<file path="src/rtl/hreg_pkg.sv">
package hreg_pkg;

    typedef enum logic [2:0] {
        ST_IDLE,
        ST_WORD_LO,
        ST_WORD_HI,
        ST_DONE,
        ST_STREAM
    } phase_e;

    localparam logic [6:0] CODE_GP_A     = 7'h01;
    localparam logic [6:0] CODE_GP_B     = 7'h02;
    localparam logic [6:0] CODE_WIDE_A   = 7'h10;
    localparam logic [6:0] CODE_WIDE_B   = 7'h11;
    localparam logic [6:0] CODE_BUF_STAT = 7'h20;
    localparam logic [6:0] CODE_BUF_PORT = 7'h30;

    typedef struct packed {
        logic        cs_n;
        logic        a0;
        logic        rd_n;
        logic        wr_n;
        logic [15:0] data;
    } pin_s;

    localparam pin_s PINS_IDLE = '{cs_n: 1'b1, a0: 1'b0, rd_n: 1'b1, wr_n: 1'b1, data: 16'h0000};

    function automatic logic code_is_wide(input logic [6:0] code);
        return (code == CODE_WIDE_A) || (code == CODE_WIDE_B);
    endfunction

endpackage

</file>
<file path="src/rtl/hreg_bus_sync.sv">
module hreg_bus_sync
    import hreg_pkg::*;
#(
    parameter int SYNC_STAGES = 2
) (
    input  logic        clk,
    input  logic        rst_n,
    input  pin_s        pins_i,
    output logic        cmd_evt,
    output logic        wr_evt,
    output logic        rd_evt,
    output logic [15:0] data_o
);

    pin_s chain [SYNC_STAGES];
    pin_s prev_q;
    pin_s cur;

    for (genvar i = 0; i < SYNC_STAGES; i++) begin : g_stage
        always_ff @(posedge clk or negedge rst_n) begin
            if (!rst_n) begin
                chain[i] <= PINS_IDLE;
            end else if (i == 0) begin
                chain[i] <= pins_i;
            end else begin
                chain[i] <= chain[(i == 0) ? 0 : i - 1];
            end
        end
    end

    assign cur = chain[SYNC_STAGES-1];

    always_ff @(posedge clk or negedge rst_n) begin
        if (!rst_n) begin
            prev_q <= PINS_IDLE;
        end else begin
            prev_q <= cur;
        end
    end

    logic wr_rise;
    logic rd_rise;

    // act on deassertion; qualifiers come from the sample taken while the strobe was low
    assign wr_rise = cur.wr_n & ~prev_q.wr_n & ~prev_q.cs_n;
    assign rd_rise = cur.rd_n & ~prev_q.rd_n & ~prev_q.cs_n;

    assign cmd_evt = wr_rise & prev_q.a0;
    assign wr_evt  = wr_rise & ~prev_q.a0;
    assign rd_evt  = rd_rise & ~prev_q.a0;
    assign data_o  = prev_q.data;

endmodule

</file>
<file path="src/rtl/hreg_phase_fsm.sv">
module hreg_phase_fsm
    import hreg_pkg::*;
(
    input  logic        clk,
    input  logic        rst_n,
    input  logic        cmd_evt,
    input  logic        wr_evt,
    input  logic        rd_evt,
    input  logic [15:0] cmd_word,
    output phase_e      state_o,
    output logic [6:0]  code_o,
    output logic        dir_wr_o,
    output logic        write16_o,
    output logic        stage_lo_o,
    output logic        write_hi_o,
    output logic        snap_o,
    output logic        buf_push_o,
    output logic        buf_pop_o,
    output logic        buf_restart_o
);

    phase_e     st_q, st_d;
    logic [6:0] code_q;
    logic       dir_wr_q;
    logic       wide;
    logic       data_evt;

    assign wide     = code_is_wide(code_q);
    assign data_evt = wr_evt | rd_evt;

    // state register
    always_ff @(posedge clk or negedge rst_n) begin
        if (!rst_n) begin
            st_q     <= ST_IDLE;
            code_q   <= '0;
            dir_wr_q <= 1'b0;
        end else begin
            st_q <= st_d;
            if (cmd_evt) begin
                code_q   <= cmd_word[6:0];
                dir_wr_q <= cmd_word[7];
            end
        end
    end

    // transitions
    always_comb begin
        st_d = st_q;
        if (cmd_evt) begin
            st_d = (cmd_word[6:0] == CODE_BUF_PORT) ? ST_STREAM : ST_WORD_LO;
        end else if (data_evt) begin
            unique case (st_q)
                ST_WORD_LO: st_d = wide ? ST_WORD_HI : ST_DONE;
                ST_WORD_HI: st_d = ST_DONE;
                default:    st_d = st_q;
            endcase
        end
    end

    // outputs
    always_comb begin
        write16_o  = 1'b0;
        stage_lo_o = 1'b0;
        write_hi_o = 1'b0;
        snap_o     = 1'b0;
        buf_push_o = 1'b0;
        buf_pop_o  = 1'b0;
        unique case (st_q)
            ST_WORD_LO: begin
                if (wide) begin
                    stage_lo_o = wr_evt & dir_wr_q;
                    snap_o     = rd_evt & ~dir_wr_q;
                end else begin
                    write16_o  = wr_evt & dir_wr_q;
                end
            end
            ST_WORD_HI: write_hi_o = wr_evt & dir_wr_q;
            ST_STREAM: begin
                buf_push_o = wr_evt & dir_wr_q;
                buf_pop_o  = rd_evt & ~dir_wr_q;
            end
            default: ;
        endcase
    end

    assign buf_restart_o = cmd_evt & (cmd_word[6:0] == CODE_BUF_PORT);
    assign state_o       = st_q;
    assign code_o        = code_q;
    assign dir_wr_o      = dir_wr_q;

endmodule

</file>
<file path="src/rtl/hreg_buf_store.sv">
module hreg_buf_store #(
    parameter int DEPTH = 16,
    parameter int WORD_W = 16,
    localparam int PTR_W = $clog2(DEPTH + 1),
    localparam int IDX_W = (DEPTH > 1) ? $clog2(DEPTH) : 1
) (
    input  logic              clk,
    input  logic              rst_n,
    input  logic              restart,
    input  logic              push,
    input  logic              pop,
    input  logic [WORD_W-1:0] wdata,
    output logic [WORD_W-1:0] rdata,
    output logic [PTR_W-1:0]  ptr_o,
    output logic              ovf_o
);

    localparam logic [PTR_W-1:0] LAST = PTR_W'(DEPTH);

    logic [WORD_W-1:0] mem [DEPTH];
    logic [PTR_W-1:0]  ptr_q;
    logic              ovf_q;
    logic              in_range;
    logic [IDX_W-1:0]  idx;

    assign in_range = ptr_q < LAST;
    assign idx      = ptr_q[IDX_W-1:0];

    always_ff @(posedge clk or negedge rst_n) begin
        if (!rst_n) begin
            ptr_q <= '0;
            ovf_q <= 1'b0;
        end else if (restart) begin
            ptr_q <= '0;
        end else if (push) begin
            if (in_range) begin
                ptr_q <= ptr_q + 1'b1;
            end else begin
                ovf_q <= 1'b1;
            end
        end else if (pop && in_range) begin
            ptr_q <= ptr_q + 1'b1;
        end
    end

    always_ff @(posedge clk) begin
        if (push && in_range && !restart) begin
            mem[idx] <= wdata;
        end
    end

    assign rdata = in_range ? mem[idx] : '0;
    assign ptr_o = ptr_q;
    assign ovf_o = ovf_q;

endmodule

</file>
<file path="src/rtl/hreg_regfile.sv">
module hreg_regfile
    import hreg_pkg::*;
(
    input  logic        clk,
    input  logic        rst_n,
    input  phase_e      state,
    input  logic [6:0]  code,
    input  logic        dir_wr,
    input  logic [15:0] wdata,
    input  logic        write16,
    input  logic        stage_lo,
    input  logic        write_hi,
    input  logic        snap,
    input  logic        buf_ovf,
    input  logic [15:0] buf_rdata,
    output logic [15:0] rd_word,
    output logic [31:0] wide_a_o,
    output logic [31:0] wide_b_o
);

    logic [15:0] gp_a_q, gp_b_q;
    logic [31:0] wide_a_q, wide_b_q;
    logic [15:0] stage_q;
    logic [15:0] snap_hi_q;
    logic [15:0] low_word;

    always_ff @(posedge clk or negedge rst_n) begin
        if (!rst_n) begin
            gp_a_q    <= '0;
            gp_b_q    <= '0;
            wide_a_q  <= '0;
            wide_b_q  <= '0;
            stage_q   <= '0;
            snap_hi_q <= '0;
        end else begin
            if (write16) begin
                if (code == CODE_GP_A) gp_a_q <= wdata;
                if (code == CODE_GP_B) gp_b_q <= wdata;
            end
            if (stage_lo) begin
                stage_q <= wdata;
            end
            if (write_hi) begin
                if (code == CODE_WIDE_A) wide_a_q <= {wdata, stage_q};
                if (code == CODE_WIDE_B) wide_b_q <= {wdata, stage_q};
            end
            if (snap) begin
                snap_hi_q <= (code == CODE_WIDE_A) ? wide_a_q[31:16] :
                             (code == CODE_WIDE_B) ? wide_b_q[31:16] : 16'h0000;
            end
        end
    end

    always_comb begin
        unique case (code)
            CODE_GP_A:     low_word = gp_a_q;
            CODE_GP_B:     low_word = gp_b_q;
            CODE_WIDE_A:   low_word = wide_a_q[15:0];
            CODE_WIDE_B:   low_word = wide_b_q[15:0];
            CODE_BUF_STAT: low_word = {15'b0, buf_ovf};
            default:       low_word = 16'h0000;
        endcase
    end

    always_comb begin
        rd_word = 16'h0000;
        if (!dir_wr) begin
            unique case (state)
                ST_WORD_LO: rd_word = low_word;
                ST_WORD_HI: rd_word = snap_hi_q;
                ST_STREAM:  rd_word = buf_rdata;
                default:    rd_word = 16'h0000;
            endcase
        end
    end

    assign wide_a_o = wide_a_q;
    assign wide_b_o = wide_b_q;

endmodule

</file>
<file path="src/rtl/hreg_port.sv">
module hreg_port
    import hreg_pkg::*;
#(
    parameter int SYNC_STAGES = 2,
    parameter int BUF_DEPTH   = 16,
    localparam int PTR_W      = $clog2(BUF_DEPTH + 1)
) (
    input  logic        clk,
    input  logic        rst_n,
    input  logic        cs_n,
    input  logic        a0,
    input  logic        rd_n,
    input  logic        wr_n,
    input  logic [15:0] d_in,
    output logic [15:0] d_out,
    output logic        d_oe
);

    pin_s        pins;
    logic        cmd_evt, wr_evt, rd_evt;
    logic [15:0] bus_word;
    phase_e      st;
    logic [6:0]  code;
    logic        dir_wr;
    logic        write16, stage_lo, write_hi, snap;
    logic        buf_push, buf_pop, buf_restart;
    logic [15:0] buf_rdata;
    logic [PTR_W-1:0] buf_ptr;
    logic        buf_ovf;
    logic [15:0] rd_word;
    logic [31:0] wide_a, wide_b;

    assign pins = '{cs_n: cs_n, a0: a0, rd_n: rd_n, wr_n: wr_n, data: d_in};

    hreg_bus_sync #(.SYNC_STAGES(SYNC_STAGES)) u_sync (
        .clk     (clk),
        .rst_n   (rst_n),
        .pins_i  (pins),
        .cmd_evt (cmd_evt),
        .wr_evt  (wr_evt),
        .rd_evt  (rd_evt),
        .data_o  (bus_word)
    );

    hreg_phase_fsm u_fsm (
        .clk           (clk),
        .rst_n         (rst_n),
        .cmd_evt       (cmd_evt),
        .wr_evt        (wr_evt),
        .rd_evt        (rd_evt),
        .cmd_word      (bus_word),
        .state_o       (st),
        .code_o        (code),
        .dir_wr_o      (dir_wr),
        .write16_o     (write16),
        .stage_lo_o    (stage_lo),
        .write_hi_o    (write_hi),
        .snap_o        (snap),
        .buf_push_o    (buf_push),
        .buf_pop_o     (buf_pop),
        .buf_restart_o (buf_restart)
    );

    hreg_buf_store #(.DEPTH(BUF_DEPTH), .WORD_W(16)) u_buf (
        .clk     (clk),
        .rst_n   (rst_n),
        .restart (buf_restart),
        .push    (buf_push),
        .pop     (buf_pop),
        .wdata   (bus_word),
        .rdata   (buf_rdata),
        .ptr_o   (buf_ptr),
        .ovf_o   (buf_ovf)
    );

    hreg_regfile u_regs (
        .clk       (clk),
        .rst_n     (rst_n),
        .state     (st),
        .code      (code),
        .dir_wr    (dir_wr),
        .wdata     (bus_word),
        .write16   (write16),
        .stage_lo  (stage_lo),
        .write_hi  (write_hi),
        .snap      (snap),
        .buf_ovf   (buf_ovf),
        .buf_rdata (buf_rdata),
        .rd_word   (rd_word),
        .wide_a_o  (wide_a),
        .wide_b_o  (wide_b)
    );

    assign d_oe  = ~cs_n & ~rd_n & ~a0;
    assign d_out = d_oe ? rd_word : 16'h0000;

endmodule

</file>
<file path="config.mk">
export PLATFORM = sky130hd
export DESIGN_NAME = hreg_port
export DESIGN_NICKNAME = d
export VERILOG_FILES = /design/src/rtl/hreg_pkg.sv /design/src/rtl/hreg_bus_sync.sv /design/src/rtl/hreg_phase_fsm.sv /design/src/rtl/hreg_buf_store.sv /design/src/rtl/hreg_regfile.sv /design/src/rtl/hreg_port.sv
export SDC_FILE = /design/constraint.sdc
export NUM_CORES = 1
export LEC_CHECK = 0
export CORE_UTILIZATION = 40
export CTS_CLUSTER_DIAMETER = 40
export DETAILED_ROUTE_END_ITERATION = 8
export PLACE_DENSITY = 0.55
export SLEW_MARGIN = 20
export SYNTH_ARGS = -nofsm -noshare
export SYNTH_HDL_FRONTEND = slang
export SYNTH_SLANG_ARGS = --single-unit
</file>
<file path="constraint.sdc">
create_clock -name clk -period 7.4 [get_ports clk]
set_input_delay 1.48 -clock clk [delete_from_list [all_inputs] [get_ports clk]]
set_output_delay 1.48 -clock clk [all_outputs]
set_load 0.1 [all_outputs]
</file>
==> key figures, run 1 <==
Status
  – Status: finished clean

Place
  – # placed instances: 1590
  – Port Buffers: 38
  – Gpl congestion: 0.780
  – Place WS: 1.65 ns
  – Post-Place Cell Area: 0.0189 mm²
  – DP Wirelength: 23000 µm

Drt
  – Vias/cell: 5.32
  – Vias: 8964
  – Initial DRC Count: 601
  – Final ANT Viol Nets: 0
  – WL/cell: 23.1 µm
  – Pre-antenna DRT Iters: 5
  – # DRC: 0
  – Final wirelength: 39000 µm

Floorplan
  – I/O pins: 39
  – Die Wd: 213 µm
  – Initial core utilization: 40.5%
  – Die area: 0.0455 mm²
  – Row count: 77
  – Die height: 213 µm
  – Core Footprint: 0.0441 mm²

Power and ir drop
  – Comb power frac: 3.1%
  – Total power draw: 5.56 mW
  – Net load switching power: 1.21 mW
  – Reg power frac: 50.7%
  – Power Internal: 4.36 mW
  – Pwr dens: 269 mW/mm²
  – Clock power frac: 46.2%
  – Leakage power: 7.71 nW
  – Max IR drop VDD: 0.000194 V
  – Switching Share: 21.7%

Worst setup path
  – Crit path from: cs_n
  – Critical Path AT: 4.31 ns
  – Critical R2R Launch: u_fsm.code_o[4]$_DFFE_PN0P_
  – Worst Path Required: 5.92 ns
  – Critical setup path kind: in -> out
  – Crit-path cells: clkdlybuf4s50_1, nor4_2, nand2_1, o22a_1, o21ai_0, buf_4
  – CP max stage delay: 0.72 ns
  – Critical Path End Type: output port
  – Crit path max fanout: 15
  – Startpoint types: primary input
  – Worst path slowest cell: nor4_2

Flow run
  – Max cap viols: 0

Synthesis
  – Synth Net Count: 1017
  – Synth Flop Type: edfxtp_1
  – Synth warn: 0
  – Async SR Flop Fraction: 44.5%
  – Sequential fraction of the synthesis area: 71.8%
  – Synth Instances: 991
  – Number of synthesized flops with an enable pin: 256
  – Avg Cell Area, Syn: 18.0 µm²
  – Synth unique cells: 50
  – Cell Area, Synth: 0.0179 mm²
  – #FFs+latches synth: 461

Timing
  – Max-slew headroom: 24.9%
  – Crit path setup slack, layout: 1.61 ns
  – Final Max Tran Viols: 0
  – RSZ-0062 raised after global routing: no
  – Final worst path period share: 78.3%
  – Worst hold slack: 0.346 ns
  – Setup TNS: 0 ns
  – Hold Vio Cnt, Final: 0
  – Min Clock Period, post-route: 5.79 ns
  – FMAX: 0.173 GHz
  – Final Setup Violations: 0
  – Worst-Margin Slew: 1.13 ns
  – Worst Clk Skew: 0.0155 ns

GRT
  – Largest net degree at the start of global routing: 76
  – First-pass GRT wire length: 60300 µm
  – Vias in the first global route: 9455
  – Total grt overflow: 0
  – Initial antenna violation count: 0
  – GRT Util Overall: 17.9%

CTS
  – Total CTS buffers: 52
  – Clock sink count: 461
  – Hold_buf cts: 0
  – Setup bufs post-CTS: 0
  – Clk_lat worst skew: 0.57 ns
  – H-tree depth: 2
  – Maximum buffer depth of the clock tree: 3
  – Clock transition at path regs: 0.05 ns
  – CTS tree: yes
  – Root buffer cell: clkbuf_16
  – Post-cts resize count: 0

Final layout
  – Synth-to-Final Area Change: 15.8%
  – Non-filler cells, final: 1686
  – Fin area: 0.0207 mm²
  – Final core utilization: 46.9%
  – Nets: 1078
  – Ratio of cells with drive above 1 in the final layout: 27.5%
  – N_diodes: 0

Worst hold path
  – Hold Crit Class: reg -> reg
  – HP Start: u_sync.chain[34]$_DFF_PN0_
-- sequential cells by signal (all words and copies together), names as in the netlist, 3 cells and up --
| signal | cells |
|---|---|
| u_buf.mem | 256 |
| u_buf.ptr_o | 5 |
| u_fsm.code_o | 7 |
| u_fsm.state_o | 3 |
| u_regs.gp_a_q | 16 |
| u_regs.gp_b_q | 16 |
| u_regs.snap_hi_q | 16 |
| u_regs.stage_q | 16 |
| u_regs.wide_a_o | 32 |
| u_regs.wide_b_o | 32 |
| u_sync.chain | 40 |
| u_sync.data_o | 16 |
| u_sync.prev_q | 4 |
-- cell usage after synthesis, types with 3 or more instances --
| library cell | count | area, µm² |
|---|---|---|
| and3_1 | 6 | 37.5 |
| ha_1 | 4 | 50.1 |
| mux4_2 | 60 | 1350 |
| o21ai_0 | 15 | 75.1 |
| nor2b_1 | 6 | 37.5 |
| nor2_1 | 43 | 161 |
| nor3_1 | 9 | 45.0 |
| nand3_1 | 5 | 25.0 |
| mux2_1 | 50 | 563 |
| buf_1 | 6 | 22.5 |
| mux2i_1 | 51 | 510 |
| a21oi_1 | 19 | 95.1 |
| xnor2_1 | 3 | 26.3 |
| clkbuf_1 | 26 | 97.6 |
| a31oi_1 | 5 | 31.3 |
| buf_4 | 4 | 30.0 |
| nand2_1 | 11 | 41.3 |
| a2bb2oi_1 | 5 | 43.8 |
| a22oi_1 | 36 | 270 |
| a21o_1 | 6 | 45.0 |
| buf_6 | 7 | 78.8 |
| dfrtp_1 | 196 | 4900 |
| o22ai_1 | 15 | 93.8 |
| a32oi_1 | 5 | 43.8 |
| buf_2 | 14 | 70.1 |
| inv_1 | 6 | 22.5 |
| mux2_2 | 73 | 822 |
| dfstp_2 | 9 | 236 |
| edfxtp_1 | 256 | 7690 |
| o22a_1 | 10 | 87.6 |
-- cell usage in the layout, fill, tap and decap left out, types with 8 or more instances in the layout --
cell type	Yosys	routed
mux2_1	50	50
a22oi_1	36	36
mux2i_1	51	51
buf_4	4	42
o22ai_1	15	15
dfstp_2	9	9
clkbuf_16	0	53
dfrtp_1	196	193
nor2_2	1	8
mux2_2	73	73
a21oi_1	19	19
clkinv_2	0	10
o21ai_0	15	15
clkdlybuf4s50_1	0	21
mux4_2	60	60
o22a_1	10	10
nand2_1	11	11
nor2_1	43	31
edfxtp_1	256	256
-- path summary, 6_finish.rpt --
path	endpoint	slack (ns)	cells past startpoint
hold / removal	u_sync.chain[14]$_DFF_PN0_	0.35	0
setup / recovery	d_out[14]	1.61	6
max in group asynchronous	u_sync.data_o[3]$_DFF_PN0_	5.18	2
min in group asynchronous	u_regs.wide_b_o[11]$_DFFE_PN0P_	0.88	1
hold reg to reg	u_sync.chain[14]$_DFF_PN0_	0.35	0
setup reg to reg	u_regs.wide_a_o[23]$_DFFE_PN0P_	3.93	5
-- metal layers --
metal / GRT usage [%] / vias to the layer above / part of all wire, %
met5: 0 / - / 0
met2: 29.8 / 167 / 50
li1: - / 4000 / -
met1: 23.9 / 4734 / 43
met3: 3.82 / 63 / 4.4
met4: 5.05 / 0 / 2.1
-- cell type report --
cell class / count / area, µm²
Clock buffer: 62 / 1410
Clock inverter: 34 / 327
Fill cell: 3815 / 23400
Inverter: 6 / 22.5
Multi-Input combinational cell: 467 / 4820
Sequential cell: 461 / 12800
Tap cell: 592 / 741
Timing Repair Buffer: 64 / 541
-- cell families (layout without fill, tap and decap cells) --
| kind of cell | Yosys count | after routing | share of synthesized area [%] |
|---|---|---|---|
| flops | 461 | 461 | 71.8 |
| mux | 234 | 234 | 18.2 |
| compound gates | 124 | 124 | 4.78 |
| simple gates | 102 | 102 | 3.07 |
| buf+inv | 63 | 166 | 1.80 |
| fa+ha+maj | 4 | 4 | 0.280 |
| xor+xnor | 3 | 3 | 0.147 |
-- worst max-delay path, delay by kind of cell --
family,cells,cell delay [ns]
buf+inv,2,0.86
simple gates,2,1.35
compound gates,2,0.62
-- power groups by stage --
stage | clock network (mW) | registers, mW | logic [mW]
6_report | 2.57 | 2.82 | 0.174
5_1_grt | 2.73 | 2.83 | 0.191
4_1_cts | 2.63 | 2.82 | 0.178
3_5_place_dp | 0 | 2.87 | 0.177
3_3_place_gp | 0 | 2.87 | 0.177
2_1_floorplan | 0 | 2.85 | 0.0930
No activity file was read; power rests on OpenSTA's default activity.
==> inputs of run 2 (changes only) <==
==> constraint.sdc (replaced) <==
create_clock -name clk -period 5.65 [get_ports clk]
set_input_delay 1.13 -clock clk [delete_from_list [all_inputs] [get_ports clk]]
set_output_delay 1.13 -clock clk [all_outputs]
set_load 0.1 [all_outputs]
==> key figures, run 2 (synthesis results as in run 1) <==
Timing
  – Final Setup Violations: 0 (unchanged)
  – Max-slew headroom: 26.8% (+1.9 points)
  – Worst Clk Skew: 0.0113 ns (-0.00426 ns)
  – Final Max Tran Viols: 0 (unchanged)
  – Min Clock Period, post-route: 4.89 ns
  – RSZ-0062 raised after global routing: no
  – FMAX: 0.204 GHz
  – Crit path setup slack, layout: 0.758 ns (-0.851 ns)
  – Hold Vio Cnt, Final: 0 (unchanged)
  – Final worst path period share: 86.6%
  – Setup TNS: 0 ns (unchanged)
  – Worst hold slack: 0.346 ns (+0.0000660 ns)
  – Worst-Margin Slew: 1.09 ns (-0.0314 ns)

Place
  – Place WS: 0.747 ns (-0.903 ns)
  – Port Buffers: 38 (unchanged)
  – # placed instances: 1591 (+0.063%)
  – Gpl congestion: 0.804 (+3.2%)
  – Post-Place Cell Area: 0.0192 mm² (+1.1%)
  – DP Wirelength: 23100 µm (+0.35%)

CTS
  – Setup bufs post-CTS: 0 (unchanged)
  – Clock transition at path regs: 0.06 ns (about the same)
  – Hold_buf cts: 0 (unchanged)
  – Total CTS buffers: 51 (-1.9%)
  – Clock sink count: 461 (unchanged)
  – CTS tree: yes
  – Clk_lat worst skew: 0.57 ns (about the same)
  – Post-cts resize count: 0 (unchanged)
  – Maximum buffer depth of the clock tree: 3 (unchanged)
  – Root buffer cell: clkbuf_16
  – H-tree depth: 2 (unchanged)

Worst setup path
  – CP max stage delay: 0.65 ns (-0.07 ns)
  – Critical setup path kind: in -> out
  – R2R Setup Slk: 2.24 ns (-1.69 ns)
  – Worst Path Required: 4.52 ns (-1.40 ns)
  – Reg2reg end: u_regs.wide_b_o[13]$_DFFE_PN0P_
  – Critical Path End Type: output port
  – Crit path from: cs_n
  – Critical R2R Launch: u_fsm.code_o[3]$_DFFE_PN0P_
  – Worst path slowest cell: nor4_2
  – Worst R2R Path Depth: 4 (-1)
  – Critical Path AT: 3.76 ns (-0.55 ns)
  – Crit-path cells: clkdlybuf4s50_1, nor4_2, nand2_1, o22a_1, o21ai_0, buf_12
  – Worst setup path end: d_out[15]
  – Startpoint types: primary input
  – Crit path max fanout: 15 (unchanged)

Final layout
  – Largest Register: u_buf.mem
  – Ratio of cells with drive above 1 in the final layout: 26.8% (-0.68 points)
  – Fin area: 0.0209 mm² (+1.1%)
  – Non-filler cells, final: 1685 (-0.059%)
  – Commonest non-fill, non-tap cell in the layout: edfxtp_1
  – Final core utilization: 47.4% (+0.52 points)
  – Synth-to-Final Area Change: 17.1%
  – Most frequent cells in the layout: edfxtp_1, dfrtp_1, mux2_2
  – Max reg flops: 256 (unchanged)
  – Nets: 1078 (unchanged)
  – Largest regs: u_buf.mem: 256 flops, u_sync.chain: 40 flops

Power and ir drop
  – Max IR drop VDD: 0.000242 V (+25%)
  – Leakage power: 7.75 nW (+0.56%)
  – Net load switching power: 1.55 mW (+29%)
  – Power Internal: 5.76 mW (+32%)
  – Total power draw: 7.32 mW (+31%)
  – Comb power frac: 3.2% (about the same)
  – Switching Share: 21.2% (-0.46 points)
  – Reg power frac: 50.4% (-0.3 points)
  – Clock power frac: 46.4% (+0.2 points)
  – Pwr dens: 350 mW/mm² (+30%)

Drt
  – Initial DRC Count: 671 (+12%)
  – Vias/cell: 5.38 (+1.1%)
  – Final ANT Viol Nets: 0 (unchanged)
  – Vias: 9057 (+1.0%)
  – Final wirelength: 38700 µm (-0.82%)
  – # DRC: 0 (unchanged)
  – WL/cell: 22.9 µm (-0.76%)
  – Pre-antenna DRT Iters: 4 (-1)

Floorplan
  – Die height: 213 µm (unchanged)
  – Die Wd: 213 µm (unchanged)
  – Die area: 0.0455 mm² (unchanged)
  – I/O pins: 39 (unchanged)
  – Initial core utilization: 40.5% (unchanged)
  – Row count: 77 (unchanged)
  – Core Footprint: 0.0441 mm² (unchanged)

GRT
  – GRT Util Overall: 17.8% (-0.12 points)
  – First-pass GRT wire length: 59800 µm (-0.78%)
  – Largest net degree at the start of global routing: 121 (+59%)
  – Total grt overflow: 0 (unchanged)
  – Initial antenna violation count: 0 (unchanged)
  – Vias in the first global route: 9472 (+0.18%)

Status
  – Status: finished clean

Worst hold path
  – Hold Crit Class: reg -> reg

Flow run
  – Max cap viols: 0 (unchanged)
[run 2: area by class of cell]
cell class	instances	area [µm²]
inverters	6	22.5
clock buffers	72	1450
diodes	1	2.50
well taps	592	741
repair buffers	65	752
fillers	3805	23200
clock inverters	21	299
flip-flops and latches	461	12800
multi-input cells	467	4830
[run 2: power groups by stage]
stage / clock network, mW / logic, mW / registers, mW
global placement: 0 / 0.237 / 3.75
floorplan: 0 / 0.122 / 3.73
finish: 3.39 / 0.236 / 3.69
CTS: 3.46 / 0.242 / 3.69
detailed placement: 0 / 0.241 / 3.75
global route: 3.59 / 0.259 / 3.70
[run 2: worst min path at each step]
stage | start | to | cells after the start
2_1_floorplan | u_sync.chain[20]$_DFF_PN0_ | u_sync.chain[0]$_DFF_PN0_ | 0
3_3_place_gp | u_sync.chain[3]$_DFF_PN0_ | u_sync.data_o[3]$_DFF_PN0_ | 0
3_5_place_dp | u_sync.chain[21]$_DFF_PN0_ | u_sync.chain[1]$_DFF_PN0_ | 0
4_1_cts | u_sync.chain[11]$_DFF_PN0_ | u_sync.data_o[11]$_DFF_PN0_ | 0
5_1_grt | u_sync.chain[3]$_DFF_PN0_ | u_sync.data_o[3]$_DFF_PN0_ | 0
6_report | u_sync.chain[3]$_DFF_PN0_ | u_sync.data_o[3]$_DFF_PN0_ | 0
[run 2: critical path, delay by kind of cell]
family | cells | cell delay, ns
simple gates | 2 | 1.25
compound gates | 2 | 0.66
buf+inv | 2 | 0.71
[run 2: layer usage]
layer	wire (µm)	part of all wire, %	track usage, %	vias to the layer above
met5	0	0	0	-
met4	802	2.1	4.98	0
met3	1200	3.1	2.49	64
met2	19300	50	30.0	137
met1	17300	45	24.3	4854
li1	-	-	-	4002
==> inputs of run 3 (changes only) <==
--- a/config.mk
+++ b/config.mk
@@ -13,3 +13,4 @@
 export SYNTH_ARGS = -nofsm -noshare
 export SYNTH_HDL_FRONTEND = slang
 export SYNTH_SLANG_ARGS = --single-unit
+export TNS_END_PERCENT = 50
==> results of run 3 <==
Final layout, timing and power as in run 2 (identical DEF).
